**src/rtl/pwm4_pkg.sv**
```systemverilog
// Package: register map and control-field positions shared by the PWM block.
// Assumes an 8-bit data path; the control-field positions are fixed behaviour.
package pwm4_pkg;
    localparam int ADDR_CTRL  = 0;
    localparam int ADDR_BLVL  = 1;
    localparam int ADDR_PRE   = 2;
    localparam int ADDR_CMP0  = 4;
    localparam int BIT_RUN    = 7;
    localparam int BIT_XFER   = 6;
    localparam int INV_LSB    = 2;
endpackage

```
**src/rtl/pwm4_brake_sync.sv**
```systemverilog
// Module: multi-stage synchroniser for the asynchronous brake input.
// Assumes the input may change at any time; the output lags by STAGES clocks.
module pwm4_brake_sync #(
    parameter int STAGES = 2
) (
    input  logic clk,
    input  logic rst_n,
    input  logic async_in,
    output logic sync_out
);
    logic [STAGES-1:0] chain_q;

    // Shift the raw input through the flip-flop chain.
    always_ff @(posedge clk) begin
        if (!rst_n) chain_q <= '0;
        else        chain_q <= {chain_q[STAGES-2:0], async_in};
    end

    assign sync_out = chain_q[STAGES-1];
endmodule

```
**src/rtl/pwm4_regfile.sv**
```systemverilog
// Module: control, brake-level, shadow and active registers.
// Assumes load pulses only at a counter underflow with run and transfer set.
// A control write in the same cycle as load takes priority for the xfer bit.
module pwm4_regfile
    import pwm4_pkg::*;
#(
    parameter int NUM_CH = 4,
    parameter int DATA_W = 8,
    parameter int ADDR_W = 3
) (
    input  logic                           clk,
    input  logic                           rst_n,
    input  logic                           wr_en,
    input  logic [ADDR_W-1:0]              wr_addr,
    input  logic [DATA_W-1:0]              wr_data,
    input  logic [ADDR_W-1:0]              rd_addr,
    output logic [DATA_W-1:0]              rd_data,
    input  logic                           load,
    output logic                           run,
    output logic                           xfer,
    output logic [NUM_CH-1:0]              inv,
    output logic [NUM_CH-1:0]              blvl,
    output logic [DATA_W-1:0]              sh_pre,
    output logic [DATA_W-1:0]              act_pre,
    output logic [NUM_CH-1:0][DATA_W-1:0]  act_cmp
);
    localparam int IDX_W = (NUM_CH > 1) ? $clog2(NUM_CH) : 1;

    logic [NUM_CH-1:0][DATA_W-1:0] sh_cmp;
    logic wr_ctrl, wr_blvl, wr_pre;

    assign wr_ctrl = wr_en && (wr_addr == ADDR_W'(ADDR_CTRL));
    assign wr_blvl = wr_en && (wr_addr == ADDR_W'(ADDR_BLVL));
    assign wr_pre  = wr_en && (wr_addr == ADDR_W'(ADDR_PRE));

    // Control register: run, transfer request (self-clearing), invert selects.
    always_ff @(posedge clk) begin
        if (!rst_n) begin
            run  <= 1'b0;
            xfer <= 1'b0;
            inv  <= '0;
        end else if (wr_ctrl) begin
            run  <= wr_data[BIT_RUN];
            xfer <= wr_data[BIT_XFER];
            inv  <= wr_data[INV_LSB +: NUM_CH];
        end else if (load) begin
            xfer <= 1'b0;
        end
    end

    // Brake-level register.
    always_ff @(posedge clk) begin
        if (!rst_n)       blvl <= '0;
        else if (wr_blvl) blvl <= wr_data[NUM_CH-1:0];
    end

    // Preset shadow and its active copy.
    always_ff @(posedge clk) begin
        if (!rst_n) begin
            sh_pre  <= '0;
            act_pre <= '0;
        end else begin
            if (wr_pre) sh_pre  <= wr_data;
            if (load)   act_pre <= sh_pre;
        end
    end

    // One compare shadow and active register per channel.
    for (genvar g = 0; g < NUM_CH; g++) begin : g_cmp
        logic wr_cmp;
        assign wr_cmp = wr_en && (wr_addr == ADDR_W'(ADDR_CMP0 + g));

        // Capture software writes; copy to active on load.
        always_ff @(posedge clk) begin
            if (!rst_n) begin
                sh_cmp[g]  <= '0;
                act_cmp[g] <= '0;
            end else begin
                if (wr_cmp) sh_cmp[g]  <= wr_data;
                if (load)   act_cmp[g] <= sh_cmp[g];
            end
        end
    end

    // Combinational read mux over the register map.
    always_comb begin
        rd_data = '0;
        if (rd_addr >= ADDR_W'(ADDR_CMP0)) begin
            rd_data = sh_cmp[rd_addr[IDX_W-1:0]];
        end else if (rd_addr == ADDR_W'(ADDR_CTRL)) begin
            rd_data[BIT_RUN]              = run;
            rd_data[BIT_XFER]             = xfer;
            rd_data[INV_LSB +: NUM_CH]    = inv;
        end else if (rd_addr == ADDR_W'(ADDR_BLVL)) begin
            rd_data[NUM_CH-1:0] = blvl;
        end else if (rd_addr == ADDR_W'(ADDR_PRE)) begin
            rd_data = sh_pre;
        end
    end

    // active values change only on a transfer.
    p_act_stable_r3: assert property (@(posedge clk) disable iff (!rst_n)
        !load |=> ($stable(act_pre) && $stable(act_cmp)));

    // a request made while halted stays pending until software rewrites control.
    p_xfer_hold_r4: assert property (@(posedge clk) disable iff (!rst_n)
        (xfer && !run && !wr_ctrl) |=> xfer);

    // the request clears only through a completed copy or a control write.
    p_xfer_clear_r6: assert property (@(posedge clk) disable iff (!rst_n)
        $fell(xfer) |-> ($past(load) || $past(wr_ctrl)));
endmodule

```
**src/rtl/pwm4_timebase.sv**
```systemverilog
// Module: shared down-counter; produces elapsed position and the load pulse.
// Assumes cnt never exceeds act_pre (it is loaded together with it).
module pwm4_timebase #(
    parameter int DATA_W = 8
) (
    input  logic              clk,
    input  logic              rst_n,
    input  logic              run,
    input  logic              xfer,
    input  logic [DATA_W-1:0] sh_pre,
    input  logic [DATA_W-1:0] act_pre,
    output logic [DATA_W-1:0] elapsed,
    output logic              load
);
    logic [DATA_W-1:0] cnt;
    logic              underflow;

    assign underflow = run && (cnt == '0);
    assign load      = underflow && xfer;
    assign elapsed   = act_pre - cnt;

    // Count down while running, reload at zero, park at preset when halted.
    always_ff @(posedge clk) begin
        if (!rst_n)          cnt <= '0;
        else if (!run)       cnt <= act_pre;
        else if (underflow)  cnt <= xfer ? sh_pre : act_pre;
        else                 cnt <= cnt - 1'b1;
    end

    // a running counter steps down by one until zero.
    p_step_r7: assert property (@(posedge clk) disable iff (!rst_n)
        (run && cnt != '0) |=> (cnt == $past(cnt) - 1'b1));

    // a halted counter sits at the active preset.
    p_park_r9: assert property (@(posedge clk) disable iff (!rst_n)
        (!run && $stable(act_pre)) |=> (cnt == act_pre));
endmodule

```
**src/rtl/pwm4_channel.sv**
```systemverilog
// Module: one PWM channel; compares elapsed position to its compare value.
// Assumes elapsed restarts at 0 at each cycle start; output is registered.
module pwm4_channel #(
    parameter int DATA_W = 8
) (
    input  logic              clk,
    input  logic              rst_n,
    input  logic              run,
    input  logic              inv,
    input  logic [DATA_W-1:0] elapsed,
    input  logic [DATA_W-1:0] cmp,
    output logic              pwm_q
);
    // Update the level while running; hold it while halted.
    always_ff @(posedge clk) begin
        if (!rst_n)   pwm_q <= 1'b0;
        else if (run) pwm_q <= (elapsed < cmp) ^ inv;
    end

    // output frozen while the generator is halted.
    p_hold_r9: assert property (@(posedge clk) disable iff (!rst_n)
        !run |=> $stable(pwm_q));
endmodule

```
**src/rtl/pwm4_shadow.sv**
```systemverilog
// Module: top of the shadowed four-channel PWM generator.
// Assumes a single clock domain except brake_in, which is synchronised here.
// Brake overrides only while halted.
module pwm4_shadow #(
    parameter int NUM_CH      = 4,
    parameter int DATA_W      = 8,
    parameter int ADDR_W      = 3,
    parameter int SYNC_STAGES = 2
) (
    input  logic              clk,
    input  logic              rst_n,
    input  logic              wr_en,
    input  logic [ADDR_W-1:0] wr_addr,
    input  logic [DATA_W-1:0] wr_data,
    input  logic [ADDR_W-1:0] rd_addr,
    output logic [DATA_W-1:0] rd_data,
    input  logic              brake_in,
    output logic [NUM_CH-1:0] pwm_out
);
    logic                          run, xfer, load, brk_s;
    logic [NUM_CH-1:0]             inv, blvl, pwm_q;
    logic [DATA_W-1:0]             sh_pre, act_pre, elapsed;
    logic [NUM_CH-1:0][DATA_W-1:0] act_cmp;

    pwm4_brake_sync #(.STAGES(SYNC_STAGES)) u_sync (
        .clk(clk), .rst_n(rst_n), .async_in(brake_in), .sync_out(brk_s)
    );

    pwm4_regfile #(.NUM_CH(NUM_CH), .DATA_W(DATA_W), .ADDR_W(ADDR_W)) u_regs (
        .clk(clk), .rst_n(rst_n),
        .wr_en(wr_en), .wr_addr(wr_addr), .wr_data(wr_data),
        .rd_addr(rd_addr), .rd_data(rd_data),
        .load(load), .run(run), .xfer(xfer), .inv(inv), .blvl(blvl),
        .sh_pre(sh_pre), .act_pre(act_pre), .act_cmp(act_cmp)
    );

    pwm4_timebase #(.DATA_W(DATA_W)) u_tb (
        .clk(clk), .rst_n(rst_n), .run(run), .xfer(xfer),
        .sh_pre(sh_pre), .act_pre(act_pre), .elapsed(elapsed), .load(load)
    );

    for (genvar g = 0; g < NUM_CH; g++) begin : g_ch
        pwm4_channel #(.DATA_W(DATA_W)) u_ch (
            .clk(clk), .rst_n(rst_n), .run(run), .inv(inv[g]),
            .elapsed(elapsed), .cmp(act_cmp[g]), .pwm_q(pwm_q[g])
        );
    end

    // Brake levels replace the frozen outputs only while halted.
    assign pwm_out = (!run && brk_s) ? blvl : pwm_q;

    // while running the outputs come from the channels, whatever the brake.
    p_brake_ignored_r10: assert property (@(posedge clk) disable iff (!rst_n)
        run |-> (pwm_out == pwm_q));
endmodule

```
**config.mk**
```make
export PLATFORM = sky130hd
export DESIGN_NAME = pwm4_shadow
export DESIGN_NICKNAME = d
export VERILOG_FILES = /design/src/rtl/pwm4_pkg.sv /design/src/rtl/pwm4_brake_sync.sv /design/src/rtl/pwm4_regfile.sv /design/src/rtl/pwm4_timebase.sv /design/src/rtl/pwm4_channel.sv /design/src/rtl/pwm4_shadow.sv
export SDC_FILE = /design/constraint.sdc
export NUM_CORES = 1
export LEC_CHECK = 0
export BUFFER_PORTS_ARGS = -buffer_cell sky130_fd_sc_hd__buf_2
export CAP_MARGIN = 15
export CORE_MARGIN = 2
export CORE_UTILIZATION = 30
export CTS_CLUSTER_SIZE = 25
export DETAILED_ROUTE_END_ITERATION = 6
export GPL_TIMING_DRIVEN = 0
export SLEW_MARGIN = 30
export SYNTH_ARGS = -nofsm -noshare
export SYNTH_HDL_FRONTEND = slang
export SYNTH_SLANG_ARGS = --single-unit
```
**constraint.sdc**
```tcl
create_clock -name clk -period 2.85 [get_ports clk]
set_input_delay 0.4275 -clock clk [delete_from_list [all_inputs] [get_ports clk]]
set_output_delay 0.4275 -clock clk [all_outputs]
set_load 0.02 [all_outputs]
```
# Word level (Yosys, flattened, before mapping)
# Index checks and enable logic that the tools add are counted.
# word_totals
register_bits	104
wordCells	69
output_inout_bits	12
# classes
n_addsub	2
n_lt_le_gt_ge	6
muxes	14
n_reduce_logical	15
n_eq_ne	8
n_bitwise	4
# op_table
cell	count
$mux 8	6
$lt 8x8->1	4
$bmux 8 s2	1
$eq 3x3->1 const B	4
$mux 4	3
$logic_and 1x1->1	10
$logic_not 8->1	1
$sub 8x1->8 const B	1
$sub 8x8->8	1
$eq 3x1->1 const B	2
$eq 3x2->1 const B	2
$logic_not 3->1	2
$mux 6	1
$xor 1x1->1	4
$ge 3x3->1 const B	1
$lt 2x3->1 const B	1
$mux 1	2
$mux 2	1
$reduce_bool 2->1	1
$logic_not 1->1	1

# Longest topological paths before layout
# logic_depth
word_depth	5
depth_mapped	15
ltp_nobuf	15

# By module
# A second synthesis with hierarchy kept.
# unflattened
cells_unflattened	637
area_unflattened_um2	5861.9
# modules_own_cells
module	cells_each	n_inst	area_per_inst_um2
pwm4_regfile	380	1	3883.7
pwm4_channel	34	4	242.7
pwm4_timebase	112	1	880.8
pwm4_shadow	5	1	73.8
pwm4_brake_sync	4	1	52.6

# Worst setup path after synthesis
# No wires, ideal clock.
# synth_path
path_kind	reg2reg
startpoint	reg u_tb.cnt[0]
endpoint	reg g_ch[0].u_ch.pwm_q
stages_incl_launch_ff	14
required_time_ns	2.776
arrival_time_ns	2.657
setup_ns	0.074
slack_ns	0.119
cell_sequence	dfxtp_1 > ha_1 > inv_1 > fa_1 > a21o_1 > a21oi_1 > o21bai_1 > a21oi_1 > xnor2_1 > ha_1 > nand4_1 > a211oi_1 > or3_1 > a31oi_1
# synth_between
elab_chain_cells	3
# synth_lines
item	line	rtl
start: declaration	pwm4_timebase.sv:15	logic [DATA_W-1:0] cnt;
start signal: assignment	pwm4_timebase.sv:25	else if (!run) cnt <= act_pre;
start signal: assignment	pwm4_timebase.sv:26	else if (underflow) cnt <= xfer ? sh_pre : act_pre;
start signal: assignment	pwm4_timebase.sv:27	else cnt <= cnt - 1'b1;
$sub 8x8->8	pwm4_timebase.sv:20	assign elapsed = act_pre - cnt;
$lt 8x8->1	pwm4_channel.sv:17	else if (run) pwm_q <= (elapsed < cmp) ^ inv;
$xor 1x1->1	pwm4_channel.sv:17	
end signal: assignment	pwm4_channel.sv:17	
end: declaration	pwm4_channel.sv:12	output logic pwm_q
# No other way between the ends.
# A chain may end at the register's enable or synchronous reset.

# Worst setup path in the final report
# layout_path
startpoint	reg u_regs.act_pre[0]
endpoint	reg g_ch[2].u_ch.pwm_q
# layout_between
elab_chain_cells	3
# layout_lines
item	line	rtl
start: declaration	pwm4_regfile.sv:24	output logic [DATA_W-1:0] act_pre,
start signal: assignment	pwm4_regfile.sv:64	if (load) act_pre <= sh_pre;
$sub 8x8->8	pwm4_timebase.sv:20	
$lt 8x8->1	pwm4_channel.sv:17	
$xor 1x1->1	pwm4_channel.sv:17	
end signal: assignment	pwm4_channel.sv:17	
end: declaration	pwm4_channel.sv:12	
# No other way between the ends.

==> impl_metrics.toml <==
[outcome]
status = "finished, final reports clean"

[power_and_ir_drop]
power.leakage_nw = 2.26
power_density_mw_per_mm2 = 437
vdd_drop_max_mv = 0.280

[layout]
areaGrowthSynthToFinish_pct = 16.9
finalInstanceArea_mm2 = 0.00652
insertedDiodeCount = 0
nets = 754
drive_gt1_share_pct = 15.8
num-fill-cells = 1877
fin_cells = 933

[global_route]
grt_pass1_wl_mm = 25.0
grt_usage_pct = 16.6
grt_pass1_vias = 4489
grt_overflow = 0
grt_max_degree = 19
antenna_found_initial = 0

[hold_path]
hold_end = "u_sync.chain_q[0]$_SDFF_PN0_"
min_from = "brake_in"
min_path_cells = 2
min_path_type = "input port to flip-flop"

[job]
cap_violations = 0

[drt]
wl_per_cell_um = 16.9
drt-total-wl_mm = 15.8
drt-vias-per-instance = 4.96
via_count = 4630
first_pass_iters = 5
drc_errors = 0
ant_nets = 0
dr.first_iter.drc_count = 241

[yosys]
ys_ff_latch = 104
ys_warn_count = 0
synth_area_per_cell_um2 = 8.49
synth_enable_flop_cells = 0
synth_cell_type_count = 51
syn-cell-area_mm2 = 0.00558
synth_top_area_share_pct = 37.3
syn_nets = 712
ys_seq_area_share_pct = 37.3
synthArstFlopShare_pct = 0
syn_inst = 657
synthTopCellsByArea = "dfxtp_1, nand2_1, ha_1, a21boi_1, a21boi_0"
ys.flop_type = "dfxtp_1"
synth_largest_area_cell = "dfxtp_1"

[timing]
finClkSkew_ps = 8.03
maxSlewHeadroom_pct = 48.1
fin_hold_ws_ps = 293
slew_violations = 0
setup-tns-final_ps = 0
fin_ws_ps = 7.71
layout_min_cycle_time_ps = 2840
hold_viol_final = 0
rsz0062_at_grt = "true"
finalCritPeriodShare_pct = 99.7
max_freq_mhz = 352
finalSetupViolCount = 0
worst_pin_slew_ps = 774

[clock_tree]
cts_tree = "done"
cts.htree.levels = 3
clkSinkCount = 104
cts.clk_slew.worst_paths_ps = 70
numCtsBuffers = 9
insertion_delay_ps = 360
cts_root_buffer = "clkbuf_16"
clk_path_buf_depth = 2

[placement]
dp_cells = 913
post-place-ws_ps = -481
io_buffers = 27
placed_cell_area_mm2 = 0.00600
place.gp.congestion = 0.913
dp_hpwl_mm = 12.2

[floorplan]
dieArea_mm2 = 0.0197
coreArea_mm2 = 0.0181
die_h_um = 140
fp.dieW_um = 140
ios = 30
start_util_pct = 30.8
rows = 49

[worst_setup_path]
critPathKind = "flip-flop to flip-flop"
r2r-start = "u_regs.act_pre[0]$_SDFFE_PN0P_"
r2r_slack_ps = 8
arrival_ps = 3130
worst_ep_required_time_ps = 3130
rr_worst_depth = 14
cp-end-kind = "flip-flop"
rr_endpoint = "g_ch[2].u_ch.pwm_q$_SDFFE_PN0P_"
cp-start-kind = "flip-flop"
cp_max_fo = 4
==> layout make-up <==
| cell class | instances | area, um^2 | share of cell area, % |
|---|---|---|---|
| Multi-Input combinational cell | 479 | 3370 | 51.7 |
| Sequential cell | 104 | 2090 | 32.1 |
| Tap cell | 229 | 287 | 4.40 |
| Clock buffer | 9 | 225 | 3.45 |
| Timing Repair Buffer | 31 | 173 | 2.65 |
| Buffer | 33 | 159 | 2.44 |
| Inverter | 41 | 156 | 2.40 |
| Clock inverter | 7 | 53.8 | 0.825 |
==> worst max-delay path: stages (launching register included) <==
cell	delay (ps)
dfxtp_2	340
inv_2	70
ha_4	150
inv_2	40
fa_2	350
a21o_1	190
a21oi_2	140
o21bai_1	90
a21oi_2	170
xnor2_2	180
ha_1	310
nand4_1	150
a211oi_4	80
or3_1	370
a31oi_1	170
==> what timing repair did <==
item,4_1_cts,5_1_grt
pin swaps,13,16
setup buffers,2,2
hold buffers,0,0
gates resized for setup,26,24
setup endpoints to repair,4,4
==> how the worst max path moves through the flow <==
| stage | slack [ps] | from | end | cells past startpoint |
|---|---|---|---|---|
| 2_1_floorplan | 120 | u_tb.cnt[0]$_SDFF_PN0_ | g_ch[0].u_ch.pwm_q$_SDFFE_PN0P_ | 13 |
| 3_3_place_gp | -480 | u_tb.cnt[0]$_SDFF_PN0_ | g_ch[1].u_ch.pwm_q$_SDFFE_PN0P_ | 14 |
| 3_5_place_dp | -480 | u_tb.cnt[0]$_SDFF_PN0_ | g_ch[1].u_ch.pwm_q$_SDFFE_PN0P_ | 14 |
| 4_1_cts | -40 | u_tb.cnt[0]$_SDFF_PN0_ | g_ch[2].u_ch.pwm_q$_SDFFE_PN0P_ | 13 |
| 5_1_grt | -160 | u_regs.act_pre[0]$_SDFFE_PN0P_ | g_ch[2].u_ch.pwm_q$_SDFFE_PN0P_ | 14 |
| 6_report | 8 | u_regs.act_pre[0]$_SDFFE_PN0P_ | g_ch[2].u_ch.pwm_q$_SDFFE_PN0P_ | 14 |
==> routing by layer <==
metal	up-vias	wire length (um)	GRT usage, %
met4	0	447	5.90
met5	-	0	0
met3	24	739	3.01
li1	2331	-	-
met1	2172	7390	22.3
met2	103	7220	26.8
==> power by group <==
part	internal, mW	leakage [nW]	switching [mW]
clock	0.599	0.128	0.588
combinational	0.0671	1.29	0.105
sequential	1.47	0.844	0.0185
total	2.13	2.26	0.712
==> layout by cell type (no fill, tap or decap), types with 3 or more instances in the layout <==
| master | count |
|---|---|
| nand2_1 | 159 |
| dfxtp_1 | 97 |
| a21boi_1 | 40 |
| inv_1 | 38 |
| a21boi_0 | 37 |
| ha_1 | 29 |
| buf_2 | 28 |
| clkbuf_1 | 24 |
| mux2i_1 | 24 |
| nor2b_1 | 22 |
| o21ai_0 | 19 |
| nor2_1 | 17 |
| a21oi_1 | 10 |
| clkbuf_16 | 9 |
| nand3_1 | 8 |
| mux4_2 | 8 |
| ha_4 | 7 |
| a21oi_2 | 6 |
| nand2b_1 | 6 |
| buf_6 | 6 |
| dfxtp_2 | 6 |
| mux2_2 | 5 |
| xnor2_1 | 5 |
| nand4_1 | 5 |
| a32o_1 | 5 |
| nor3_1 | 4 |
| o21ai_2 | 4 |
| nand3b_1 | 4 |
| xnor2_2 | 3 |
| buf_1 | 3 |
| or2_2 | 3 |
| a211oi_1 | 3 |
| a22oi_1 | 3 |
| xor2_1 | 3 |
| buf_4 | 3 |
| or3_1 | 3 |
| o21ai_1 | 3 |
| clkinvlp_4 | 3 |
==> cell usage after synthesis (2+ instances only) <==
cell type	count
mux4_2	8
clkbuf_1	24
a21oi_1	16
nand2_1	160
buf_6	4
a211oi_1	5
xnor2_1	8
and2_1	2
a22oi_1	3
nor2b_1	23
mux2i_1	24
a21boi_1	40
and4_1	2
nor3_1	5
a32o_1	5
nand4_1	5
o21ai_0	26
buf_1	3
nand3_1	8
o21bai_1	2
a41oi_1	2
dfxtp_1	104
nor4_1	2
mux2_2	5
xor2_1	3
and3b_1	2
a21boi_0	37
or2_2	3
nand2b_1	6
ha_1	36
a31oi_1	2
nand3b_1	4
inv_1	41
nor2_1	18
or3_1	3
==> sequential cells by signal, indices dropped and copies added (netlist names) <==
name,flops
u_regs.act_cmp,32
u_regs.sh_cmp,32
u_regs.act_pre,8
u_regs.sh_pre,8
u_tb.cnt,8
g_ch.u_ch.pwm_q,4
u_regs.blvl,4
u_regs.inv,4
u_sync.chain_q,2
u_regs.run,1
u_regs.xfer,1
==> kinds of logic (layout without fill, tap and decap cells) <==
| kind of cell | after synthesis | in the layout | share of synthesized area [%] |
|---|---|---|---|
| mux | 37 | 37 | 8.55 |
| fa+ha+maj | 37 | 37 | 8.44 |
| simple gates | 249 | 249 | 20.3 |
| flops | 104 | 104 | 37.3 |
| buf+inv | 74 | 121 | 5.61 |
| compound gates | 145 | 145 | 18.0 |
| xor+xnor | 11 | 11 | 1.73 |
==> through the flow <==
stage / power, mW / utilization [%]
finish: 2.85 / 36.0
global route: 2.95 / 36.0
CTS: 2.86 / 35.4
detailed placement: 1.69 / 33.2
global placement: 1.69 / 33.2
floorplan: 1.62 / -
Note: power is estimated with default switching activity, not from simulation.
